$ cat config.mk
export PLATFORM = sky130hd
export DESIGN_NAME = psm_ctrl
export DESIGN_NICKNAME = d
export VERILOG_FILES = /design/src/rtl/psm_pkg.sv /design/src/rtl/psm_state.sv /design/src/rtl/psm_settle_timer.sv /design/src/rtl/psm_ctrl.sv
export SDC_FILE = /design/constraint.sdc
export NUM_CORES = 1
export LEC_CHECK = 0
export BUFFER_PORTS_ARGS = -buffer_cell sky130_fd_sc_hd__buf_2
export CAP_MARGIN = 30
export CORE_AREA = 5 5 42 44
export DETAILED_ROUTE_END_ITERATION = 10
export DIE_AREA = 0 0 47 49
export GPL_ROUTABILITY_DRIVEN = 0
export PLACE_DENSITY_LB_ADDON = 0.08
export SLEW_MARGIN = 20
export SYNTH_ARGS = -nofsm -noshare
export SYNTH_HDL_FRONTEND = slang
export SYNTH_SLANG_ARGS = --single-unit
$ cat constraint.sdc
create_clock -name clk -period 4.3 [get_ports clk]
set_clock_uncertainty 0.15 [all_clocks]
set_input_delay 0.86 -clock clk [delete_from_list [all_inputs] [get_ports clk]]
set_output_delay 0.86 -clock clk [all_outputs]
set_load 0.1 [all_outputs]
$ cat src/rtl/psm_pkg.sv
package psm_pkg;

  typedef enum logic [1:0] {
    PSM_NEVER     = 2'b00,
    PSM_CLK_WAKE  = 2'b01,
    PSM_WR_WAKE   = 2'b10,
    PSM_ALWAYS    = 2'b11
  } psm_mode_e;

  // Next power-save state from policy, current state and events.
  function automatic logic psm_next(input psm_mode_e m, input logic cur,
                                    input logic wr, input logic zero,
                                    input logic sclk);
    logic nxt;
    case (m)
      PSM_NEVER:    nxt = 1'b0;
      PSM_ALWAYS:   nxt = 1'b1;
      PSM_CLK_WAKE: begin
        if (wr && zero)       nxt = 1'b1;
        else if (cur && sclk) nxt = 1'b0;
        else                  nxt = cur;
      end
      default: begin
        if (wr) nxt = zero;
        else    nxt = cur;
      end
    endcase
    return nxt;
  endfunction

  // True when a wake counts as a shift-clock exit.
  function automatic logic psm_is_clk_exit(input psm_mode_e m, input logic sclk);
    return (m == PSM_CLK_WAKE) && sclk;
  endfunction

endpackage

$ cat src/rtl/psm_state.sv
module psm_state
  import psm_pkg::*;
(
  input  logic       clk,
  input  logic       rst_n,
  input  logic [1:0] mode,
  input  logic       onoff_wr,
  input  logic       onoff_zero,
  input  logic       sclk_rise,
  output logic       psave,
  output logic       enter_evt,
  output logic       exit_sclk,
  output logic       exit_lat
);

  psm_mode_e m;
  logic      psave_q;
  logic      psave_nxt;
  logic      leaving;

  assign m         = psm_mode_e'(mode);
  assign psave_nxt = psm_next(m, psave_q, onoff_wr, onoff_zero, sclk_rise);
  assign leaving   = psave_q & ~psave_nxt;
  assign enter_evt = ~psave_q & psave_nxt;
  assign exit_sclk = leaving & psm_is_clk_exit(m, sclk_rise);
  assign exit_lat  = leaving & ~psm_is_clk_exit(m, sclk_rise);
  assign psave     = psave_q;

  always_ff @(posedge clk or negedge rst_n) begin
    if (!rst_n) psave_q <= 1'b1;
    else        psave_q <= psave_nxt;
  end

  assert_never_save_R1: assert property (@(posedge clk) disable iff (!rst_n)
    (mode == 2'b00) |=> !psave);

  assert_always_save_R2: assert property (@(posedge clk) disable iff (!rst_n)
    (mode == 2'b11) |=> psave);

  assert_zero_enter_R3: assert property (@(posedge clk) disable iff (!rst_n)
    ((mode == 2'b01 || mode == 2'b10) && onoff_wr && onoff_zero) |=> psave);

  assert_clk_wake_R4: assert property (@(posedge clk) disable iff (!rst_n)
    (psave && mode == 2'b01 && sclk_rise && !onoff_wr) |=> !psave);

  assert_wr_wake_R5: assert property (@(posedge clk) disable iff (!rst_n)
    (psave && mode == 2'b10 && onoff_wr && !onoff_zero) |=> !psave);

  assert_clk_hold_R6: assert property (@(posedge clk) disable iff (!rst_n)
    (psave && mode == 2'b01 && !sclk_rise) |=> psave);

  assert_wr_hold_R7: assert property (@(posedge clk) disable iff (!rst_n)
    (psave && mode == 2'b10 && !onoff_wr) |=> psave);

  assert_no_reeval_R8: assert property (@(posedge clk) disable iff (!rst_n)
    (!psave && mode != 2'b11 && !onoff_wr) |=> !psave);

endmodule

$ cat src/rtl/psm_settle_timer.sv
module psm_settle_timer #(
  parameter int SU_SCLK_CYC = 6,
  parameter int SU_LAT_CYC  = 10
) (
  input  logic clk,
  input  logic rst_n,
  input  logic enter_evt,
  input  logic exit_sclk,
  input  logic exit_lat,
  output logic blank_ok
);

  localparam int MAX_SU = (SU_SCLK_CYC > SU_LAT_CYC) ? SU_SCLK_CYC : SU_LAT_CYC;
  localparam int CW     = $clog2(MAX_SU + 1);
  localparam logic [CW-1:0] LOAD_SCLK = CW'(SU_SCLK_CYC);
  localparam logic [CW-1:0] LOAD_LAT  = CW'(SU_LAT_CYC);
  localparam logic [CW-1:0] ONE       = CW'(1);

  logic [CW-1:0] cnt_q;
  logic          ok_q;

  always_ff @(posedge clk or negedge rst_n) begin
    if (!rst_n) begin
      cnt_q <= '0;
      ok_q  <= 1'b0;
    end else if (enter_evt) begin
      cnt_q <= '0;
      ok_q  <= 1'b0;
    end else if (exit_sclk) begin
      cnt_q <= LOAD_SCLK;
      ok_q  <= 1'b0;
    end else if (exit_lat) begin
      cnt_q <= LOAD_LAT;
      ok_q  <= 1'b0;
    end else if (cnt_q != '0) begin
      cnt_q <= cnt_q - ONE;
      ok_q  <= (cnt_q == ONE);
    end
  end

  assign blank_ok = ok_q;

  assert_settle_wait_R10: assert property (@(posedge clk) disable iff (!rst_n)
    (exit_sclk || exit_lat) |=> !blank_ok);

  assert_cancel_R11: assert property (@(posedge clk) disable iff (!rst_n)
    enter_evt |=> !blank_ok);

endmodule

$ cat src/rtl/psm_ctrl.sv
module psm_ctrl #(
  parameter int SU_SCLK_CYC = 6,
  parameter int SU_LAT_CYC  = 10
) (
  input  logic       clk,
  input  logic       rst_n,
  input  logic [1:0] mode,
  input  logic       onoff_wr,
  input  logic       onoff_zero,
  input  logic       sclk_rise,
  output logic       psave,
  output logic       blank_ok
);

  logic enter_evt;
  logic exit_sclk;
  logic exit_lat;

  initial begin
    assert (SU_SCLK_CYC >= 1 && SU_LAT_CYC >= 1)
      else $error("settle counts must be at least 1");
  end

  psm_state u_state (
    .clk        (clk),
    .rst_n      (rst_n),
    .mode       (mode),
    .onoff_wr   (onoff_wr),
    .onoff_zero (onoff_zero),
    .sclk_rise  (sclk_rise),
    .psave      (psave),
    .enter_evt  (enter_evt),
    .exit_sclk  (exit_sclk),
    .exit_lat   (exit_lat)
  );

  psm_settle_timer #(
    .SU_SCLK_CYC (SU_SCLK_CYC),
    .SU_LAT_CYC  (SU_LAT_CYC)
  ) u_timer (
    .clk       (clk),
    .rst_n     (rst_n),
    .enter_evt (enter_evt),
    .exit_sclk (exit_sclk),
    .exit_lat  (exit_lat),
    .blank_ok  (blank_ok)
  );

  assert_ready_low_R9: assert property (@(posedge clk) disable iff (!rst_n)
    psave |-> !blank_ok);

endmodule

# [After elaboration in Yosys (flattened, before gate mapping)]
# Cells that the tools add are included.
[totals] in_bits=7 register_bits=6 out_inout_bits=2
[classes] eq_ne=3 n_bitwise=7 n_addsub=1 n_mux=12 reduce_logical=6
[op_table] op="4-bit two-way mux" n=4
[op_table] op="4-bit nonzero test" n=2
[op_table] op="1-bit two-way mux" n=7
[op_table] op="1-bit AND" n=4
[op_table] op="4-bit by 1-bit equality test with 1-bit output, second input constant" n=1
[op_table] op="4-bit by 1-bit subtractor with 4-bit output, second input constant" n=1
[op_table] op="1-bit logical AND" n=3
[op_table] op="1-bit inverter" n=3
[op_table] op="1-bit one-hot mux with 3 select lines" n=1
[op_table] op="2-bit by 1-bit equality test with 1-bit output, second input constant" n=1
[op_table] op="2-bit equality test, second input constant" n=1
[op_table] op="2-bit zero test" n=1

# [Logic depth before layout (Yosys ltp)]
[depth] depth_word=10 mapped_depth=6 mapped_depth_nobuf=6

# [Cells and area by module]
# Synthesis repeated with hierarchy kept, for this count alone.
[unflattened] cells_unflattened=42 hier_area_um2=402.9
[by_module_without_submodules] mod="psm_settle_timer" instances=1 cells_each=28 seq_area_each_um2=125.1 area_each_um2=295.3
[by_module_without_submodules] mod="psm_state" instances=1 cells_each=14 seq_area_each_um2=26.3 area_each_um2=107.6

# [Worst setup path before layout]
# No wires, ideal clock.
[synth_path] kind="register to register" start="register u_state.psave_q (netlist: u_state.psave)" end="register u_timer.ok_q (netlist: u_timer.blank_ok)" arrival_time_ns=1.900 setup_slack_ns=2.154 path_stages_with_launch=6 period_less_slack_ns=2.146 path_buffers=1 required_ns=4.054 cell_sequence="dfstp_2 -> buf_2 -> inv_1 -> a31o_1 -> a221o_1 -> nor4_2"
[synth_between] elab_chain_cells=10 word_cells_on_any_way=15 cone_classes="mux (7); bitwise (6); reduce/logical (2)"
[synth_lines] item="start: declaration" line="psm_state.sv:17" rtl="logic psave_q;"
[synth_lines] item="start signal: assignment" line="psm_state.sv:31" rtl="else psave_q <= psave_nxt;"
[synth_lines] item="1-bit logical AND" line="psm_pkg.sv:20" rtl="else if (cur && sclk) nxt = 1'b0;"
[synth_lines] item="1-bit two-way mux" line="psm_pkg.sv:20"
[synth_lines] item="1-bit two-way mux" line="psm_pkg.sv:19" rtl="if (wr && zero) nxt = 1'b1;"
[synth_lines] item="1-bit one-hot mux with 3 select lines" line="psm_pkg.sv:15" rtl="case (m)"
[synth_lines] item="1-bit inverter" line="psm_state.sv:23" rtl="assign leaving = psave_q & ~psave_nxt;"
[synth_lines] item="1-bit AND" line="psm_state.sv:23"
[synth_lines] item="1-bit AND" line="psm_state.sv:26" rtl="assign exit_lat = leaving & ~psm_is_clk_exit(m, sclk_rise);"
[synth_lines] item="1-bit two-way mux" line="psm_settle_timer.sv:32" rtl="end else if (exit_lat) begin"
[synth_lines] item="1-bit two-way mux" line="psm_settle_timer.sv:29" rtl="end else if (exit_sclk) begin"
[synth_lines] item="1-bit two-way mux" line="psm_settle_timer.sv:26" rtl="end else if (enter_evt) begin"
[synth_lines] item="end signal: assignment" line="psm_settle_timer.sv:37" rtl="ok_q <= (cnt_q == ONE);"
[synth_lines] item="end: declaration" line="psm_settle_timer.sv:20" rtl="logic ok_q;"
# Several ways; a longest one is shown, not always the timed one.
# A chain may end at the register's enable or synchronous reset.

# [Final worst setup path]
[layout_path] start="register u_state.psave_q (netlist: u_state.psave)" end="output psave"
[layout_rtl] item="end: declaration" line="psm_ctrl.sv:11" rtl="output logic psave,"
# No word-level cell between the ends.

==> impl_results.md <==
- DRC: 0
- Final HPWL DP: approximately 840 µm
- DIE WIDTH: approximately 47 µm
- Status: finished clean
- Crit path from: u_state.psave
- Setup crit end: psave
- Part of the cycle the worst path needs: between 50 and 60%
- CP Data Arrival Time: 1.31 ns
- Measured slew at the worst slew-check pin: about 0.49 ns
- Area grow syn2layout: 17.43%
- TritonCTS Buffers: 3
- Reg2Reg Setup Slack: roughly 2.6 ns
- Max IR drop VDD: 0.1674 mV
- Leak pwr: roughly 0.25 nW
- CP Depth: 1
- Routed len/inst: around 13 µm
- Slowest CP cell: dfstp_2
- Max Slew Vio Count: 0
- FF-to-FF Start: u_timer.cnt_q[0]
- Nets: 76
- Synthesized area per cell: 8.643 µm²
- Worst r2r dst: u_timer.cnt_q[1]
- Die height: about 50 µm
- Initial antenna violation count: 0
- Family with the most delay on the worst path: flip-flops
- Worst-skew pair later-pin latency: about 0.25 ns
- RSZ-0062 raised after global routing: false
- Critical Path RT: about 3.3 ns
- Root Driver: clkbuf_4
- Synthesized cell area: roughly 470 µm²
- Post-CTS resize count: 0
- Startpoint types: register
- Final hold slack: 0.2674 ns
- Hold-fix buffers, CTS: 0
- Worst setup EP type: output port
- Vias in the first global route: between 400 and 500
- Endpoints failing setup: 0
- Commonest non-fill, non-tap cell in the layout: buf_2
- ANT nets after route: 0
- Achievable Freq: around 430 MHz
- Minimum clock period: 2.325 ns
- Core area: about 0.0014 mm²
- Ys Warns: 0
- Post-synth cell types: 29
- Maximum number of pins on one net before global-route repair: 12
- Layout Utilization: 39.11%
- Num rows: 14
- CP Class: register to output port
- Most frequent cells in the layout: buf_2 (8), a21oi_1 (7), inv_1 (5), dfrtp_1 (5)
- Setup Buffers After CTS: 0
- Initial DRC Count: 9
- First-pass GRT wire length: approximately 1.7 mm
- Total track usage: a little over a tenth
- GRT overflow: 0
- N_diodes: 0
- CTS clk-pin slew, worst paths: ~0.050 ns
- Longest Clk Path Bufs: 2
- HP Class: primary input to asynchronous set/reset pin
- IO Port Bufs: 8
- Die ar.: 0.002303 mm²
- Sequential-to-total area share from yosys stat: ~32%
- # clock sinks: 6
- Routed WL: around 1.1 mm
- Fin. Hold Viols: 0
- Buf/Inv on CP: 1
- Max-cap violations: 0
- Via Count: 447
- Setup TNS: 0 ns
- Initial Util: 33.30%
- First drt pass iteration count: 4
- Mapped Cells: 54
- Cell breakdown of the critical path: buf_2
- Vias per inst: about 5.5
- Io pins: 9
- CP max FO: 11
- Critical path's largest stage delay: a little over 0.6 ns
- Cells on worst reg2reg path: 6
- Layout cells sized above 1: 21.54%
- Slew margin rel.: 67.82%
- Htree depth: 1
- FF+latch count, synth: 6
- TritonCTS clock tree: done
- Syn_nets: 64
- Power Dens Cells: between 500 and 600 mW/mm²
-- where the power goes --
group,switching (W),internal [W],leakage (nW),total [W]
logic,0.0000927,0.0000623,0.163,0.000155
clock network,0.0000222,0.0000353,0.0150,0.0000575
registers,0.0000237,0.0000788,0.0734,0.000103
-- Yosys cell counts --
cell type	instances	share of area (%)
nor3_1	1	1.1
a211oi_1	1	1.6
a221oi_1	1	1.9
o2111ai_1	1	1.9
nor2_1	3	2.4
or3_1	1	1.3
o221ai_1	1	1.9
dfrtp_1	5	27
o21ai_0	1	1.1
a31o_1	1	1.9
o211ai_1	1	1.6
a221o_1	1	2.1
or2_0	1	1.3
a21bo_2	1	2.1
nor4_2	1	2.7
a21o_1	1	1.6
nand2_1	3	2.4
o22ai_1	1	1.3
nor2b_1	2	2.7
nand3_1	1	1.1
buf_2	1	1.1
xnor2_1	1	1.9
nand2b_1	3	4.0
inv_1	5	4.0
mux2i_1	1	2.1
ha_1	3	8.0
dfstp_2	1	5.6
nor3b_1	3	4.8
a21oi_1	7	7.5
-- how the worst min path moves through the flow --
stage / end / slack (ns) / depth (start not counted)
floorplan: u_timer.blank_ok / 0.32 / 1
global placement: u_timer.blank_ok / 0.36 / 1
detailed placement: u_timer.blank_ok / 0.36 / 1
CTS: u_timer.cnt_q[0] / 0.27 / 1
global route: u_timer.cnt_q[0] / 0.27 / 1
finish: u_timer.blank_ok / 0.27 / 1
-- final cells by class --
class                           count  area (µm²)
Fill cell                         157       853.3
Multi-Input combinational cell     42       291.5
Sequential cell                     6       151.4
Timing Repair Buffer                8       40.04
Clock buffer                        4       26.28
Tap cell                           16       20.02
Inverter                            5       18.77
-- sequential cells by signal, summed over array words and instances (netlist names) --
| signal | count |
|---|---|
| u_timer.cnt_q | 4 |
| u_timer.blank_ok | 1 |
| u_state.psave | 1 |
-- kinds of logic (layout without fill, tap and decap cells) --
kind of cell             Yosys count  count (layout)  synth area share (%)
multiplexers                       1               1                 2.145
XOR/XNOR                           1               1                 1.877
AND/OR/NAND/NOR                   19              19                 23.86
buffers and inverters              6              17                 5.093
AO/OA/AOI/OAI                     18              18                 26.54
adder cells (fa/ha/maj)            3               3                 8.044
flip-flops                         6               6                 32.44
-- metrics by stage --
| step | total power (W) | cell area [µm²] | cells | setup WS [ns] |
|---|---|---|---|---|
| after floorplan | 0.0002207 | 466.7 | 54 | 2.154 |
| after detailed placement | 0.0002602 | 521.8 | 77 | 2.041 |
| after global placement | 0.0002599 | 521.8 | 77 | 2.066 |
| final | 0.0003151 | 548.0 | 81 | 1.975 |
| after CTS | 0.0003204 | 548.0 | 81 | 1.966 |
| after global routing | 0.0003428 | 548.0 | 81 | 1.935 |
-- layer usage --
metal,vias up,global-route usage [%],wire length (µm)
met5,-,0,0
met4,0,6.912,29
met3,5,4.428,50
met2,14,15.16,540
met1,209,12.00,437
li1,219,-,-
(Power assumes the default switching activity.)
